$ cat src/rtl/hib_pkg.sv
package hib_pkg;
  typedef enum logic [1:0] {
    ST_RUN  = 2'd0,
    ST_PEND = 2'd1,
    ST_HIB  = 2'd2,
    ST_WAKE = 2'd3
  } pwr_state_e;

  localparam int unsigned N_EVT     = 4;
  localparam int unsigned EVT_PIN   = 0;
  localparam int unsigned EVT_LOBAT = 1;
  localparam int unsigned EVT_M0    = 2;
  localparam int unsigned EVT_M1    = 3;
endpackage

$ cat src/rtl/hib_sync.sv
module hib_sync #(
  parameter int unsigned WIDTH = 2,
  parameter int unsigned STAGES = 2,
  parameter logic [WIDTH-1:0] RST_VAL = '0
) (
  input  logic             clk,
  input  logic             rst_n,
  input  logic [WIDTH-1:0] d_i,
  output logic [WIDTH-1:0] q_o
);
  logic [WIDTH-1:0] stg [STAGES];

  for (genvar g = 0; g < STAGES; g++) begin : g_stage
    if (g == 0) begin : g_first
      always_ff @(posedge clk or negedge rst_n) begin
        if (!rst_n) stg[0] <= RST_VAL;
        else        stg[0] <= d_i;
      end
    end else begin : g_next
      always_ff @(posedge clk or negedge rst_n) begin
        if (!rst_n) stg[g] <= RST_VAL;
        else        stg[g] <= stg[g-1];
      end
    end
  end

  assign q_o = stg[STAGES-1];
endmodule

$ cat src/rtl/hib_seq_fsm.sv
module hib_seq_fsm
  import hib_pkg::*;
#(
  parameter int unsigned PD_CYCLES = 4,
  parameter int unsigned WAKE_CYCLES = 6
) (
  input  logic       clk,
  input  logic       rst_n,
  input  logic       req_set_i,
  input  logic       abort_mode_i,
  input  logic       lowbat_i,
  input  logic       pin_en_i,
  input  logic       pin_act_i,
  input  logic       rtc_en_i,
  input  logic       match0_i,
  input  logic       match1_i,
  output pwr_state_e state_o,
  output logic       req_o,
  output logic       pin_wake_o
);
  localparam int unsigned MAXC = (PD_CYCLES > WAKE_CYCLES) ? PD_CYCLES : WAKE_CYCLES;
  localparam int unsigned CW = (MAXC > 1) ? $clog2(MAXC) : 1;
  localparam logic [CW-1:0] PD_LOAD = CW'(PD_CYCLES - 1);
  localparam logic [CW-1:0] WK_LOAD = CW'(WAKE_CYCLES - 1);

  pwr_state_e st_q, st_d;
  logic [CW-1:0] cnt_q, cnt_d;
  logic req_q, req_d;
  logic abort, wake;

  assign abort = abort_mode_i & lowbat_i;
  assign wake  = (pin_en_i & pin_act_i) | (rtc_en_i & (match0_i | match1_i));

  always_comb begin
    st_d  = st_q;
    cnt_d = cnt_q;
    req_d = req_q | (req_set_i & (st_q == ST_RUN));
    case (st_q)
      ST_RUN: begin
        if (req_q) begin
          if (abort) begin
            req_d = 1'b0;
          end else begin
            st_d  = ST_PEND;
            cnt_d = PD_LOAD;
          end
        end
      end
      ST_PEND: begin
        if (abort) begin
          st_d  = ST_RUN;
          req_d = 1'b0;
        end else if (cnt_q == '0) begin
          st_d = ST_HIB;
        end else begin
          cnt_d = cnt_q - 1'b1;
        end
      end
      ST_HIB: begin
        if (wake) begin
          st_d  = ST_WAKE;
          cnt_d = WK_LOAD;
        end
      end
      ST_WAKE: begin
        if (cnt_q == '0) begin
          st_d  = ST_RUN;
          req_d = 1'b0;
        end else begin
          cnt_d = cnt_q - 1'b1;
        end
      end
      default: st_d = ST_RUN;
    endcase
  end

  always_ff @(posedge clk or negedge rst_n) begin
    if (!rst_n) begin
      st_q  <= ST_RUN;
      cnt_q <= '0;
      req_q <= 1'b0;
    end else begin
      st_q  <= st_d;
      cnt_q <= cnt_d;
      req_q <= req_d;
    end
  end

  assign state_o    = st_q;
  assign req_o      = req_q;
  assign pin_wake_o = (st_q == ST_HIB) & pin_en_i & pin_act_i;
endmodule

$ cat src/rtl/hib_irq_stat.sv
module hib_irq_stat
  import hib_pkg::*;
(
  input  logic             clk,
  input  logic             rst_n,
  input  logic [N_EVT-1:0] set_i,
  input  logic [N_EVT-1:0] clr_i,
  input  logic [N_EVT-1:0] mask_i,
  output logic [N_EVT-1:0] raw_o,
  output logic [N_EVT-1:0] masked_o,
  output logic             irq_o
);
  logic [N_EVT-1:0] raw_q;

  for (genvar b = 0; b < N_EVT; b++) begin : g_bit
    always_ff @(posedge clk or negedge rst_n) begin
      if (!rst_n)        raw_q[b] <= 1'b0;
      else if (set_i[b]) raw_q[b] <= 1'b1;
      else if (clr_i[b]) raw_q[b] <= 1'b0;
    end
  end

  assign raw_o    = raw_q;
  assign masked_o = raw_q & mask_i;
  assign irq_o    = |masked_o;
endmodule

$ cat src/rtl/hib_pwr_ctrl.sv
module hib_pwr_ctrl
  import hib_pkg::*;
#(
  parameter int unsigned PD_CYCLES = 4,
  parameter int unsigned WAKE_CYCLES = 6,
  parameter int unsigned SYNC_STAGES = 2
) (
  input  logic       clk,
  input  logic       rst_n,
  input  logic       mod_en_i,
  input  logic       hib_req_set_i,
  input  logic       lowbat_abort_i,
  input  logic       lowbat_raw_i,
  input  logic       wake_pin_en_i,
  input  logic       wake_rtc_en_i,
  input  logic       wake_pin_n_i,
  input  logic       rtc_match0_i,
  input  logic       rtc_match1_i,
  input  logic [3:0] irq_mask_i,
  input  logic [3:0] irq_clr_i,
  output logic       reg_en_o,
  output logic [1:0] pwr_state_o,
  output logic       hib_req_o,
  output logic       active_o,
  output logic [3:0] raw_status_o,
  output logic [3:0] masked_status_o,
  output logic       irq_o
);
  logic [1:0] sync_q;
  logic       pin_act, lb_sync, pin_wake, active_q;
  pwr_state_e state;
  logic [N_EVT-1:0] evt_set;

  // bit 1: wake pin (idles high), bit 0: comparator (idles low)
  hib_sync #(.WIDTH(2), .STAGES(SYNC_STAGES), .RST_VAL(2'b10)) u_sync (
    .clk   (clk),
    .rst_n (rst_n),
    .d_i   ({wake_pin_n_i, lowbat_raw_i}),
    .q_o   (sync_q)
  );

  assign pin_act = ~sync_q[1];
  assign lb_sync = sync_q[0];

  hib_seq_fsm #(.PD_CYCLES(PD_CYCLES), .WAKE_CYCLES(WAKE_CYCLES)) u_fsm (
    .clk          (clk),
    .rst_n        (rst_n),
    .req_set_i    (hib_req_set_i),
    .abort_mode_i (lowbat_abort_i),
    .lowbat_i     (lb_sync),
    .pin_en_i     (wake_pin_en_i),
    .pin_act_i    (pin_act),
    .rtc_en_i     (wake_rtc_en_i),
    .match0_i     (rtc_match0_i),
    .match1_i     (rtc_match1_i),
    .state_o      (state),
    .req_o        (hib_req_o),
    .pin_wake_o   (pin_wake)
  );

  always_comb begin
    evt_set            = '0;
    evt_set[EVT_PIN]   = pin_wake;
    evt_set[EVT_LOBAT] = lb_sync;
    evt_set[EVT_M0]    = rtc_match0_i;
    evt_set[EVT_M1]    = rtc_match1_i;
  end

  hib_irq_stat u_stat (
    .clk      (clk),
    .rst_n    (rst_n),
    .set_i    (evt_set),
    .clr_i    (irq_clr_i),
    .mask_i   (irq_mask_i),
    .raw_o    (raw_status_o),
    .masked_o (masked_status_o),
    .irq_o    (irq_o)
  );

  always_ff @(posedge clk or negedge rst_n) begin
    if (!rst_n) active_q <= 1'b0;
    else        active_q <= mod_en_i;
  end

  assign active_o    = active_q;
  assign pwr_state_o = state;
  assign reg_en_o    = (state != ST_HIB);
endmodule

$ cat config.mk
export PLATFORM = sky130hd
export DESIGN_NAME = hib_pwr_ctrl
export DESIGN_NICKNAME = d
export VERILOG_FILES = /design/src/rtl/hib_pkg.sv /design/src/rtl/hib_sync.sv /design/src/rtl/hib_seq_fsm.sv /design/src/rtl/hib_irq_stat.sv /design/src/rtl/hib_pwr_ctrl.sv
export SDC_FILE = /design/constraint.sdc
export NUM_CORES = 1
export LEC_CHECK = 0
export ABC_AREA = 1
export BUFFER_PORTS_ARGS = -buffer_cell sky130_fd_sc_hd__buf_2
export CAP_MARGIN = 20
export CELL_PAD_IN_SITES_DETAIL_PLACEMENT = 1
export CELL_PAD_IN_SITES_GLOBAL_PLACEMENT = 1
export CORE_ASPECT_RATIO = 1.1
export CORE_MARGIN = 2
export CORE_UTILIZATION = 33
export CTS_BUF_LIST = sky130_fd_sc_hd__clkbuf_4
export CTS_CLUSTER_SIZE = 30
export DETAILED_ROUTE_END_ITERATION = 10
export PLACE_DENSITY = 0.88
export SYNTH_ARGS = -nofsm -noshare
export SYNTH_HDL_FRONTEND = slang
export SYNTH_SLANG_ARGS = --single-unit
export TNS_END_PERCENT = 1
$ cat constraint.sdc
create_clock -name clk -period 1.3 [get_ports clk]
set_input_delay 0.195 -clock clk [delete_from_list [all_inputs] [get_ports clk]]
set_output_delay 0.195 -clock clk [all_outputs]
set_load 0.01 [all_outputs]
==> flow_summary.html, run 1 <==
<table>
<tr><th>Metric</th><th>Value</th></tr>
<tr><th colspan="2">STA</th></tr>
<tr><td>Final count of negative-setup-slack endpoints</td><td>0</td></tr>
<tr><td>Min Clock Period, post-route</td><td>1.28 ns</td></tr>
<tr><td>Setup repair after global routing missed its margin</td><td>yes</td></tr>
<tr><td>Transition time of the tightest slew-check pin</td><td>0.319 ns</td></tr>
<tr><td>Maximum clock frequency</td><td>779 MHz</td></tr>
<tr><td>Clk_skew</td><td>0.00593 ns</td></tr>
<tr><td>Max_slew headroom</td><td>78.7%</td></tr>
<tr><td>Final Hold Fails</td><td>0</td></tr>
<tr><td>Hold slack</td><td>0.0736 ns</td></tr>
<tr><td>Fin. max-slew vios</td><td>0</td></tr>
<tr><td>Part of the cycle the worst path needs</td><td>98.7%</td></tr>
<tr><th colspan="2">Clock tree</th></tr>
<tr><td>Number of buffers on the longest clock path</td><td>2</td></tr>
<tr><td>Clock input transition at the sequential cells of the worst setup and hold paths</td><td>0.09 ns</td></tr>
<tr><td>Clock sink total</td><td>15</td></tr>
<tr><td>Htree depth</td><td>1</td></tr>
<tr><td>Number of buffers added by the clock tree synthesis step</td><td>3</td></tr>
<tr><td>Buffer cell driving the clock tree root</td><td>sky130_fd_sc_hd__clkbuf_4</td></tr>
<tr><td>Clock latency reported for the late side of the worst-skew pair</td><td>0.30 ns</td></tr>
<tr><td>Clock tree from TritonCTS</td><td>done</td></tr>
<tr><th colspan="2">Placed design</th></tr>
<tr><td>Number of input and output port buffers inserted</td><td>32</td></tr>
<tr><td>Placed Area</td><td>897 um2</td></tr>
<tr><td>HPWL reported at the end of detailed placement</td><td>1510 um</td></tr>
<tr><td>Gpl congestion</td><td>0.758</td></tr>
<tr><th colspan="2">Layout</th></tr>
<tr><td>Nets</td><td>148</td></tr>
<tr><td>Layout fillers</td><td>268</td></tr>
<tr><td>Count of inserted antenna diode cells</td><td>0</td></tr>
<tr><td>Share of cells above drive strength 1</td><td>43.7%</td></tr>
<tr><td>Total non-filler cell area in the finished layout</td><td>1020 um2</td></tr>
<tr><td>Area growth from synthesis to final layout</td><td>45.8%</td></tr>
<tr><th colspan="2">Setup path</th></tr>
<tr><td>Endpoint kind of the worst setup timing path</td><td>flop</td></tr>
<tr><td>Largest fanout on the critical path</td><td>6</td></tr>
<tr><td>Endpoint arrival time on the critical path</td><td>1.47 ns</td></tr>
<tr><td>WS Path Type</td><td>reg2reg</td></tr>
<tr><td>Crit-path max cell delay</td><td>0.47 ns</td></tr>
<tr><td>Instance count on the critical path</td><td>7</td></tr>
<tr><td>Worst Setup Start Kind</td><td>flop</td></tr>
<tr><td>Cell type of the slowest stage on the worst timing path</td><td>sky130_fd_sc_hd__dfrtp_2</td></tr>
<tr><td>Sequence of cells on the critical path</td><td>buf_4 &gt; nand2_1 &gt; nor2_1 &gt; nor2_4 &gt; nand3_2 &gt; nand2_1 &gt; nand2_1</td></tr>
<tr><td>Crit path top cell by count</td><td>sky130_fd_sc_hd__nand2_1</td></tr>
<tr><td>Crit path max-delay family</td><td>simple AND/OR/NAND/NOR gates</td></tr>
<tr><td>Crit path buf inv count</td><td>1</td></tr>
<tr><td>Required arrival time at the worst endpoint</td><td>1.49 ns</td></tr>
<tr><td>Worst reg-to-reg path cell count</td><td>7</td></tr>
<tr><th colspan="2">Die</th></tr>
<tr><td>Width of the chip</td><td>48.0 um</td></tr>
<tr><td>Die extent in y</td><td>52.4 um</td></tr>
<tr><td># IOs</td><td>33</td></tr>
<tr><td>Std-Cell Rows</td><td>17</td></tr>
<tr><td>Core footprint</td><td>2000 um2</td></tr>
<tr><td>Effective utilization at floorplan</td><td>35.1%</td></tr>
<tr><td>Die Footprint</td><td>2510 um2</td></tr>
<tr><th colspan="2">Global routing</th></tr>
<tr><td>Maximum number of pins on one net before global-route repair</td><td>16</td></tr>
<tr><td>Vias in the first global route</td><td>703</td></tr>
<tr><td>Overall overflow remaining after global route</td><td>0</td></tr>
<tr><td>Global-route wire length before repair</td><td>2980 um</td></tr>
<tr><td>Global routing usage summed across all routing layers</td><td>17.4%</td></tr>
<tr><td>Number of antenna violations at the first check in global routing</td><td>0</td></tr>
<tr><th colspan="2">Logic synthesis</th></tr>
<tr><td>Proportion of netlist area held by the largest area contributor</td><td>46.3%</td></tr>
<tr><td>Top-count cell post-synth</td><td>sky130_fd_sc_hd__nand2_1</td></tr>
<tr><td>Synth Area per Inst</td><td>8.56 um2</td></tr>
<tr><td>Leading area contributor after synthesis</td><td>sky130_fd_sc_hd__dfrtp_1</td></tr>
<tr><td>Post-synthesis async set-or-reset flop share</td><td>100%</td></tr>
<tr><td>Largest cells by area after synthesis</td><td>sky130_fd_sc_hd__dfrtp_1 (46%), sky130_fd_sc_hd__nand2_1 (10%), sky130_fd_sc_hd__inv_1 (8.6%)</td></tr>
<tr><td>Number of storage elements in the synthesis netlist</td><td>15</td></tr>
<tr><td>Most numerous cell types in the synthesized netlist</td><td>sky130_fd_sc_hd__nand2_1 (19), sky130_fd_sc_hd__inv_1 (16), sky130_fd_sc_hd__dfrtp_1 (13), sky130_fd_sc_hd__nand3_1 (6)</td></tr>
<tr><td>Main synth FF type</td><td>sky130_fd_sc_hd__dfrtp_1</td></tr>
<tr><td>Cell area after synthesis</td><td>702 um2</td></tr>
<tr><td>Count of unique library cells instantiated by Yosys</td><td>18</td></tr>
<tr><td>Post-synthesis net count</td><td>103</td></tr>
<tr><td>Count of synthesis-stage warnings from yosys</td><td>0</td></tr>
<tr><td>Cells after Synth</td><td>82</td></tr>
<tr><td>Share of synthesized area occupied by flip-flops and latches</td><td>53.8%</td></tr>
<tr><td>EDFF count, synth</td><td>0</td></tr>
<tr><th colspan="2">Run</th></tr>
<tr><td>Number of maximum-capacitance constraint violations</td><td>0</td></tr>
<tr><th colspan="2">Routing</th></tr>
<tr><td>Antenna Nets Post-Route</td><td>0</td></tr>
<tr><td>Overall via count from detail_route</td><td>710</td></tr>
<tr><td>Routed length per placed instance</td><td>13.4 um</td></tr>
<tr><td>Routed wire length</td><td>2070 um</td></tr>
<tr><td>Starting DRT DRC Count</td><td>6</td></tr>
<tr><td>DRC violation count after routing</td><td>0</td></tr>
<tr><td>Detailed-router iteration count before antenna repair</td><td>4</td></tr>
<tr><td>Via count normalized by instance count</td><td>4.61</td></tr>
<tr><th colspan="2">Status</th></tr>
<tr><td>Status</td><td>finished clean</td></tr>
<tr><th colspan="2">Power and ir drop</th></tr>
<tr><td>Static Leak</td><td>0.587 nW</td></tr>
<tr><td>Maximum vdd drop</td><td>0.00120 V</td></tr>
<tr><td>Pwr/cell area</td><td>1920 nW/um2</td></tr>
<tr><th colspan="2">Worst hold path</th></tr>
<tr><td>Worst Hold Class</td><td>in2reg</td></tr>
<tr><td>Number of cells on the worst hold path</td><td>2</td></tr>
</table>
metrics by stage:
step / power (mW) / instances / setup slack (ns) / utilization [%] / TNS (ns)
floorplan: 1.21 / 82 / 0.148 / - / 0
global placement: 1.43 / 142 / 0.0782 / 44.9 / 0
detailed placement: 1.49 / 142 / -0.0150 / 44.9 / -0.0342
CTS: 1.83 / 150 / 0.00586 / 48.8 / 0
global route: 2.13 / 154 / -0.0352 / 51.2 / -0.103
finish: 1.96 / 154 / 0.0168 / 51.2 / 0
kinds of logic (layout without fill, tap and decap cells):
kind of cell               count (synthesis)  in the layout  share of synthesized area [%]
adders and majority gates                  2              2                           3.56
AOI/OAI and AO/OA                         12             12                           10.2
buffers and inverters                     17             61                           9.09
DFF                                       15             15                           53.8
and+or+nand+nor                           36             36                           23.4
repair_timing:
item	4_1_cts	5_1_grt
hold buffers	4	0
gates resized for setup	3	7
setup buffers	0	4
hold endpoints to repair	16	0
endpoints found under the setup margin	4	7
pin swaps	0	3
final cells by class:
class                           count  area (um2)  share of cell area [%]
Sequential cell                    15         379                    37.0
Multi-Input combinational cell     50         283                    27.6
Timing Repair Buffer               40         230                    22.5
Inverter                           17        66.3                    6.48
Tap cell                           28        35.0                    3.42
Clock buffer                        4        30.0                    2.93
cell usage in the layout, fill, tap and decap left out:
master                          synthesis  routed
sky130_fd_sc_hd__clkbuf_4               0       4
sky130_fd_sc_hd__buf_4                  0       4
sky130_fd_sc_hd__nand2_1               19      18
sky130_fd_sc_hd__nor2_2                 2       2
sky130_fd_sc_hd__nand3_1                6       5
sky130_fd_sc_hd__inv_2                  1       2
sky130_fd_sc_hd__a21oi_1                3       3
sky130_fd_sc_hd__o21bai_1               3       3
sky130_fd_sc_hd__dfrtp_1               13      12
sky130_fd_sc_hd__nand2_2                2       2
sky130_fd_sc_hd__nor2_4                 0       1
sky130_fd_sc_hd__ha_1                   2       1
sky130_fd_sc_hd__o21ai_0                4       4
sky130_fd_sc_hd__inv_4                  0       1
sky130_fd_sc_hd__ha_2                   0       1
sky130_fd_sc_hd__nand4_1                1       1
sky130_fd_sc_hd__nand2_4                0       1
sky130_fd_sc_hd__o21ai_1                1       1
sky130_fd_sc_hd__nor2_1                 4       3
sky130_fd_sc_hd__dfrtp_2                0       1
sky130_fd_sc_hd__dlygate4sd3_1          0       4
sky130_fd_sc_hd__nand3_2                1       2
sky130_fd_sc_hd__dfstp_2                2       2
sky130_fd_sc_hd__buf_2                  0      32
sky130_fd_sc_hd__o32ai_1                1       1
sky130_fd_sc_hd__or2_1                  1       1
sky130_fd_sc_hd__inv_1                 16      14
path summary, 6_finish.rpt:
kind | start | to | slack (ns)
setup / recovery | u_fsm.state_o[0] | u_fsm.cnt_q[2] | 0.02
hold / removal | irq_clr_i[1] | u_stat.raw_o[1] | 0.07
setup reg to reg | u_fsm.state_o[0] | u_fsm.cnt_q[2] | 0.02
hold reg to reg | u_sync.stg[2] | u_sync.q_o[0] | 0.36
max in group asynchronous | rst_n | u_sync.stg[3] | 0.69
min in group asynchronous | rst_n | u_fsm.cnt_q[1] | 0.32
power breakdown:
group	switching (mW)	total, mW	internal, mW
combinational	0.543	0.937	0.395
clock	0.159	0.300	0.141
sequential	0.135	0.724	0.590
total	0.837	1.96	1.12
state kept, by name, indices dropped and copies added, names as in the netlist, named ones only:
signal,cells
active_o,1
u_fsm.cnt_q,3
u_fsm.req_o,1
u_fsm.state_o,1
u_stat.raw_o,4
u_sync.q_o,2
u_sync.stg,2
worst reg2reg max path: cells and delay by family, from the launching register on:
kind | cells | cell delay, ns
buf+inv | 1 | 0.16
flops | 1 | 0.47
simple gates | 6 | 0.54
routing by layer:
metal / up-vias / track usage [%] / share of wire [%]
met2: 20 / 30.2 / 55
met4: 0 / 8.11 / 2.2
met3: 6 / 4.83 / 4.3
met1: 344 / 18.4 / 38
li1: 340 / - / -
met5: - / 0 / 0
Note: power is estimated with default switching activity, not from simulation.
==> run 2: changes to the inputs <==
--- a/config.mk
+++ b/config.mk
@@ -12,12 +12,13 @@
 export CELL_PAD_IN_SITES_GLOBAL_PLACEMENT = 1
 export CORE_ASPECT_RATIO = 1.1
 export CORE_MARGIN = 2
-export CORE_UTILIZATION = 33
+export CORE_UTILIZATION = 34
 export CTS_BUF_LIST = sky130_fd_sc_hd__clkbuf_4
 export CTS_CLUSTER_SIZE = 30
 export DETAILED_ROUTE_END_ITERATION = 10
-export PLACE_DENSITY = 0.88
+export PLACE_DENSITY = 0.89
 export SYNTH_ARGS = -nofsm -noshare
 export SYNTH_HDL_FRONTEND = slang
+export SYNTH_HIERARCHICAL = 1
 export SYNTH_SLANG_ARGS = --single-unit
 export TNS_END_PERCENT = 1
==> flow_summary.html, run 2 <==
<table>
<tr><th>Metric</th><th>Value</th></tr>
<tr><th colspan="2">Placed design</th></tr>
<tr><td>HPWL reported at the end of detailed placement</td><td>1520 um</td></tr>
<tr><td>Placed Area</td><td>952 um2</td></tr>
<tr><td>Number of cells in the design after placement</td><td>156</td></tr>
<tr><td>Gpl congestion</td><td>0.807</td></tr>
<tr><td>Number of input and output port buffers inserted</td><td>32</td></tr>
<tr><th colspan="2">Routing</th></tr>
<tr><td>DRC violation count after routing</td><td>0</td></tr>
<tr><td>Antenna Nets Post-Route</td><td>0</td></tr>
<tr><td>Overall via count from detail_route</td><td>734</td></tr>
<tr><td>Via count normalized by instance count</td><td>4.45</td></tr>
<tr><td>Routed length per placed instance</td><td>11.8 um</td></tr>
<tr><td>Starting DRT DRC Count</td><td>3</td></tr>
<tr><td>Routed wire length</td><td>1940 um</td></tr>
<tr><td>Detailed-router iteration count before antenna repair</td><td>2</td></tr>
<tr><th colspan="2">Logic synthesis</th></tr>
<tr><td>Most numerous cell types in the synthesized netlist</td><td>sky130_fd_sc_hd__inv_1 (24), sky130_fd_sc_hd__nand2_1 (22), sky130_fd_sc_hd__dfrtp_1 (13), sky130_fd_sc_hd__nor2_1 (6), sky130_fd_sc_hd__o21ai_0 (6)</td></tr>
<tr><td>Cell area after synthesis</td><td>769 um2</td></tr>
<tr><td>Largest cells by area after synthesis</td><td>sky130_fd_sc_hd__dfrtp_1 (42%), sky130_fd_sc_hd__inv_1 (12%), sky130_fd_sc_hd__nand2_1 (11%)</td></tr>
<tr><td>Post-synthesis net count</td><td>117</td></tr>
<tr><td>Leading area contributor after synthesis</td><td>sky130_fd_sc_hd__dfrtp_1</td></tr>
<tr><td>Number of storage elements in the synthesis netlist</td><td>15</td></tr>
<tr><td>Synth Area per Inst</td><td>8.02 um2</td></tr>
<tr><td>Main synth FF type</td><td>sky130_fd_sc_hd__dfrtp_1</td></tr>
<tr><td>Share of synthesized area occupied by flip-flops and latches</td><td>49.1%</td></tr>
<tr><td>Top-count cell post-synth</td><td>sky130_fd_sc_hd__inv_1</td></tr>
<tr><td>Count of unique library cells instantiated by Yosys</td><td>16</td></tr>
<tr><td>EDFF count, synth</td><td>0</td></tr>
<tr><td>Proportion of netlist area held by the largest area contributor</td><td>42.3%</td></tr>
<tr><td>Count of synthesis-stage warnings from yosys</td><td>6</td></tr>
<tr><td>Cells after Synth</td><td>96</td></tr>
<tr><td>Post-synthesis async set-or-reset flop share</td><td>100%</td></tr>
<tr><th colspan="2">Power and ir drop</th></tr>
<tr><td>Static Leak</td><td>0.609 nW</td></tr>
<tr><td>Total power after layout</td><td>1.94 mW</td></tr>
<tr><td>Cell internal power dissipation</td><td>1.11 mW</td></tr>
<tr><td>Net switching share of the total power</td><td>42.7%</td></tr>
<tr><td>Power spent charging and discharging nets</td><td>0.827 mW</td></tr>
<tr><td>Maximum vdd drop</td><td>0.000863 V</td></tr>
<tr><td>Pwr/cell area</td><td>1810 nW/um2</td></tr>
<tr><td>Comb power frac</td><td>48.4%</td></tr>
<tr><td>Sequential group share of total power</td><td>36.9%</td></tr>
<tr><td>Clk network pwr share</td><td>14.7%</td></tr>
<tr><th colspan="2">Setup path</th></tr>
<tr><td>Worst Setup Start Kind</td><td>flop</td></tr>
<tr><td>WS Path Type</td><td>reg2reg</td></tr>
<tr><td>Endpoint kind of the worst setup timing path</td><td>flop</td></tr>
<tr><td>Launch instance of the worst register-to-register path</td><td>u_fsm/cnt_q[0]</td></tr>
<tr><td>Worst Setup SP</td><td>u_fsm/cnt_q[0]</td></tr>
<tr><td>Required arrival time at the worst endpoint</td><td>1.48 ns</td></tr>
<tr><td>Setup slack of the most critical reg-to-reg path</td><td>0.05 ns</td></tr>
<tr><td>Worst reg-to-reg path cell count</td><td>8</td></tr>
<tr><td>Endpoint arrival time on the critical path</td><td>1.43 ns</td></tr>
<tr><td>Largest fanout on the critical path</td><td>4</td></tr>
<tr><td>Reg2Reg Capture Point</td><td>u_fsm/cnt_q[2]</td></tr>
<tr><th colspan="2">Worst hold path</th></tr>
<tr><td>Number of cells on the worst hold path</td><td>2</td></tr>
<tr><td>Worst Hold Class</td><td>in2reg</td></tr>
<tr><td>Hold EP</td><td>u_stat/raw_o[0]</td></tr>
<tr><td>Startpoint of the lowest-slack hold path</td><td>irq_clr_i[0]</td></tr>
<tr><th colspan="2">STA</th></tr>
<tr><td>Part of the cycle the worst path needs</td><td>95.8%</td></tr>
<tr><td>Clk_skew</td><td>0.00425 ns</td></tr>
<tr><td>Final count of negative-setup-slack endpoints</td><td>0</td></tr>
<tr><td>Maximum clock frequency</td><td>803 MHz</td></tr>
<tr><td>Max_slew headroom</td><td>76.8%</td></tr>
<tr><td>Min Clock Period, post-route</td><td>1.25 ns</td></tr>
<tr><td>Fin. max-slew vios</td><td>0</td></tr>
<tr><td>Transition time of the tightest slew-check pin</td><td>0.348 ns</td></tr>
<tr><td>Setup repair after global routing missed its margin</td><td>yes</td></tr>
<tr><td>Final Hold Fails</td><td>0</td></tr>
<tr><th colspan="2">Layout</th></tr>
<tr><td>Most frequent cells in the layout</td><td>sky130_fd_sc_hd__buf_2 (32), sky130_fd_sc_hd__inv_1 (22), sky130_fd_sc_hd__nand2_1 (17), sky130_fd_sc_hd__dfrtp_1 (11)</td></tr>
<tr><td>Total non-filler cell area in the finished layout</td><td>1070 um2</td></tr>
<tr><td>Count of non-filler cells in the finished layout</td><td>165</td></tr>
<tr><td>Share of cells above drive strength 1</td><td>43.0%</td></tr>
<tr><td>Most common library cell in the layout ignoring fill and taps</td><td>sky130_fd_sc_hd__buf_2</td></tr>
<tr><td>Largest register FFs</td><td>4</td></tr>
<tr><td>Nets</td><td>157</td></tr>
<tr><td>Area growth from synthesis to final layout</td><td>39.3%</td></tr>
<tr><td>Count of inserted antenna diode cells</td><td>0</td></tr>
<tr><td>Layout fillers</td><td>278</td></tr>
<tr><th colspan="2">Die</th></tr>
<tr><td>Die Footprint</td><td>2660 um2</td></tr>
<tr><td>Effective utilization at floorplan</td><td>35.2%</td></tr>
<tr><td>Core footprint</td><td>2180 um2</td></tr>
<tr><td>Die extent in y</td><td>53.9 um</td></tr>
<tr><td>Std-Cell Rows</td><td>18</td></tr>
<tr><td># IOs</td><td>33</td></tr>
<tr><td>Width of the chip</td><td>49.4 um</td></tr>
<tr><th colspan="2">Global routing</th></tr>
<tr><td>Number of antenna violations at the first check in global routing</td><td>0</td></tr>
<tr><td>Global-route wire length before repair</td><td>3220 um</td></tr>
<tr><td>Vias in the first global route</td><td>723</td></tr>
<tr><td>Maximum number of pins on one net before global-route repair</td><td>16</td></tr>
<tr><td>Global routing usage summed across all routing layers</td><td>16.8%</td></tr>
<tr><td>Overall overflow remaining after global route</td><td>0</td></tr>
<tr><th colspan="2">Clock tree</th></tr>
<tr><td>Buffer cell driving the clock tree root</td><td>sky130_fd_sc_hd__clkbuf_4</td></tr>
<tr><td>Number of buffers on the longest clock path</td><td>2</td></tr>
<tr><td>Clock latency reported for the late side of the worst-skew pair</td><td>0.28 ns</td></tr>
<tr><td>Htree depth</td><td>1</td></tr>
<tr><td>Number of buffers added by the clock tree synthesis step</td><td>3</td></tr>
<tr><td>Clock tree from TritonCTS</td><td>done</td></tr>
<tr><td>Clock input transition at the sequential cells of the worst setup and hold paths</td><td>0.09 ns</td></tr>
<tr><td>Clock sink total</td><td>15</td></tr>
<tr><th colspan="2">Run</th></tr>
<tr><td>Number of maximum-capacitance constraint violations</td><td>0</td></tr>
<tr><th colspan="2">Status</th></tr>
<tr><td>Status</td><td>finished clean</td></tr>
</table>
-- run 2: cell types whose count changed in the layout (fill, tap and decap cells not counted), sizes merged, moves of 2 or more --
cell | before | now
a21oi | 3 | 1
buf | 36 | 33
inv | 17 | 24
nand2 | 21 | 24
nor2 | 6 | 11
-- run 2: stage by stage --
step	TNS [ns]	hold slack, ns	util (%)	worst slack [ns]
6_report	0	0.0812	49.1	0.0546
5_1_grt	-0.103	0.0675	49.1	-0.0451
4_1_cts	0	0.00360	46.4	0.00801
3_5_place_dp	-0.185	0.119	43.6	-0.0684
3_3_place_gp	0	0.113	43.6	0.0665
2_1_floorplan	0	-0.101	-	0.118
-- run 2: cells by family after synthesis --
kind of cell / count (synthesis) / share of synthesized area, %
simple gates: 41 / 24.6
buf+inv: 26 / 13.7
flops: 15 / 49.1
compound gates: 12 / 9.43
fa+ha+maj: 2 / 3.25
-- run 2: worst max-delay path by stage --
stage | endpoint | slack, ns
6_report | u_fsm/cnt_q[2] | 0.05
5_1_grt | irq_o | -0.05
4_1_cts | irq_o | 0.008
3_5_place_dp | u_fsm/cnt_q[2] | -0.07
3_3_place_gp | u_fsm/cnt_q[0] | 0.07
2_1_floorplan | u_fsm/cnt_q[2] | 0.12
-- run 2: critical path: stages (launching register included) --
cell and delay, ns:
sky130_fd_sc_hd__dfrtp_1 0.37, sky130_fd_sc_hd__inv_2 0.05, sky130_fd_sc_hd__ha_2 0.19, sky130_fd_sc_hd__nand3_4 0.08, sky130_fd_sc_hd__nand2_4 0.06, sky130_fd_sc_hd__nor2_4 0.16, sky130_fd_sc_hd__nand3_4 0.11, sky130_fd_sc_hd__nand2_1 0.07
sky130_fd_sc_hd__nand2_1 0.05
-- run 2: area by class of cell --
| class | count | area (um2) | area share [%] |
|---|---|---|---|
| Clock buffer | 4 | 30.0 | 2.80 |
| Inverter | 24 | 90.1 | 8.40 |
| Multi-Input combinational cell | 55 | 327 | 30.5 |
| Sequential cell | 15 | 380 | 35.5 |
| Tap cell | 30 | 37.5 | 3.50 |
| Timing Repair Buffer | 37 | 208 | 19.4 |
-- run 2: per-layer routing --
metal,global-route usage (%),vias up,share of wire [%]
met4,12.9,0,3.0
met5,0,-,0
met1,17.5,335,39
li1,-,362,-
met3,3.06,6,6.8
met2,30.6,31,51
-- run 2: power by group through the flow --
stage	registers [mW]	logic, mW	clock network [mW]
finish	0.714	0.937	0.285
global route	0.734	1.06	0.333
CTS	0.693	0.843	0.298
detailed placement	0.704	0.800	0
global placement	0.702	0.727	0
floorplan	0.706	0.522	0
-- run 2: timing repair --
item                       4_1_cts  5_1_grt
hold endpoints to repair        14        2
resized for setup                1       13
hold buffers                     2        2
setup buffers                    1        0
setup endpoints to repair        3        6
pin swaps                        0        5
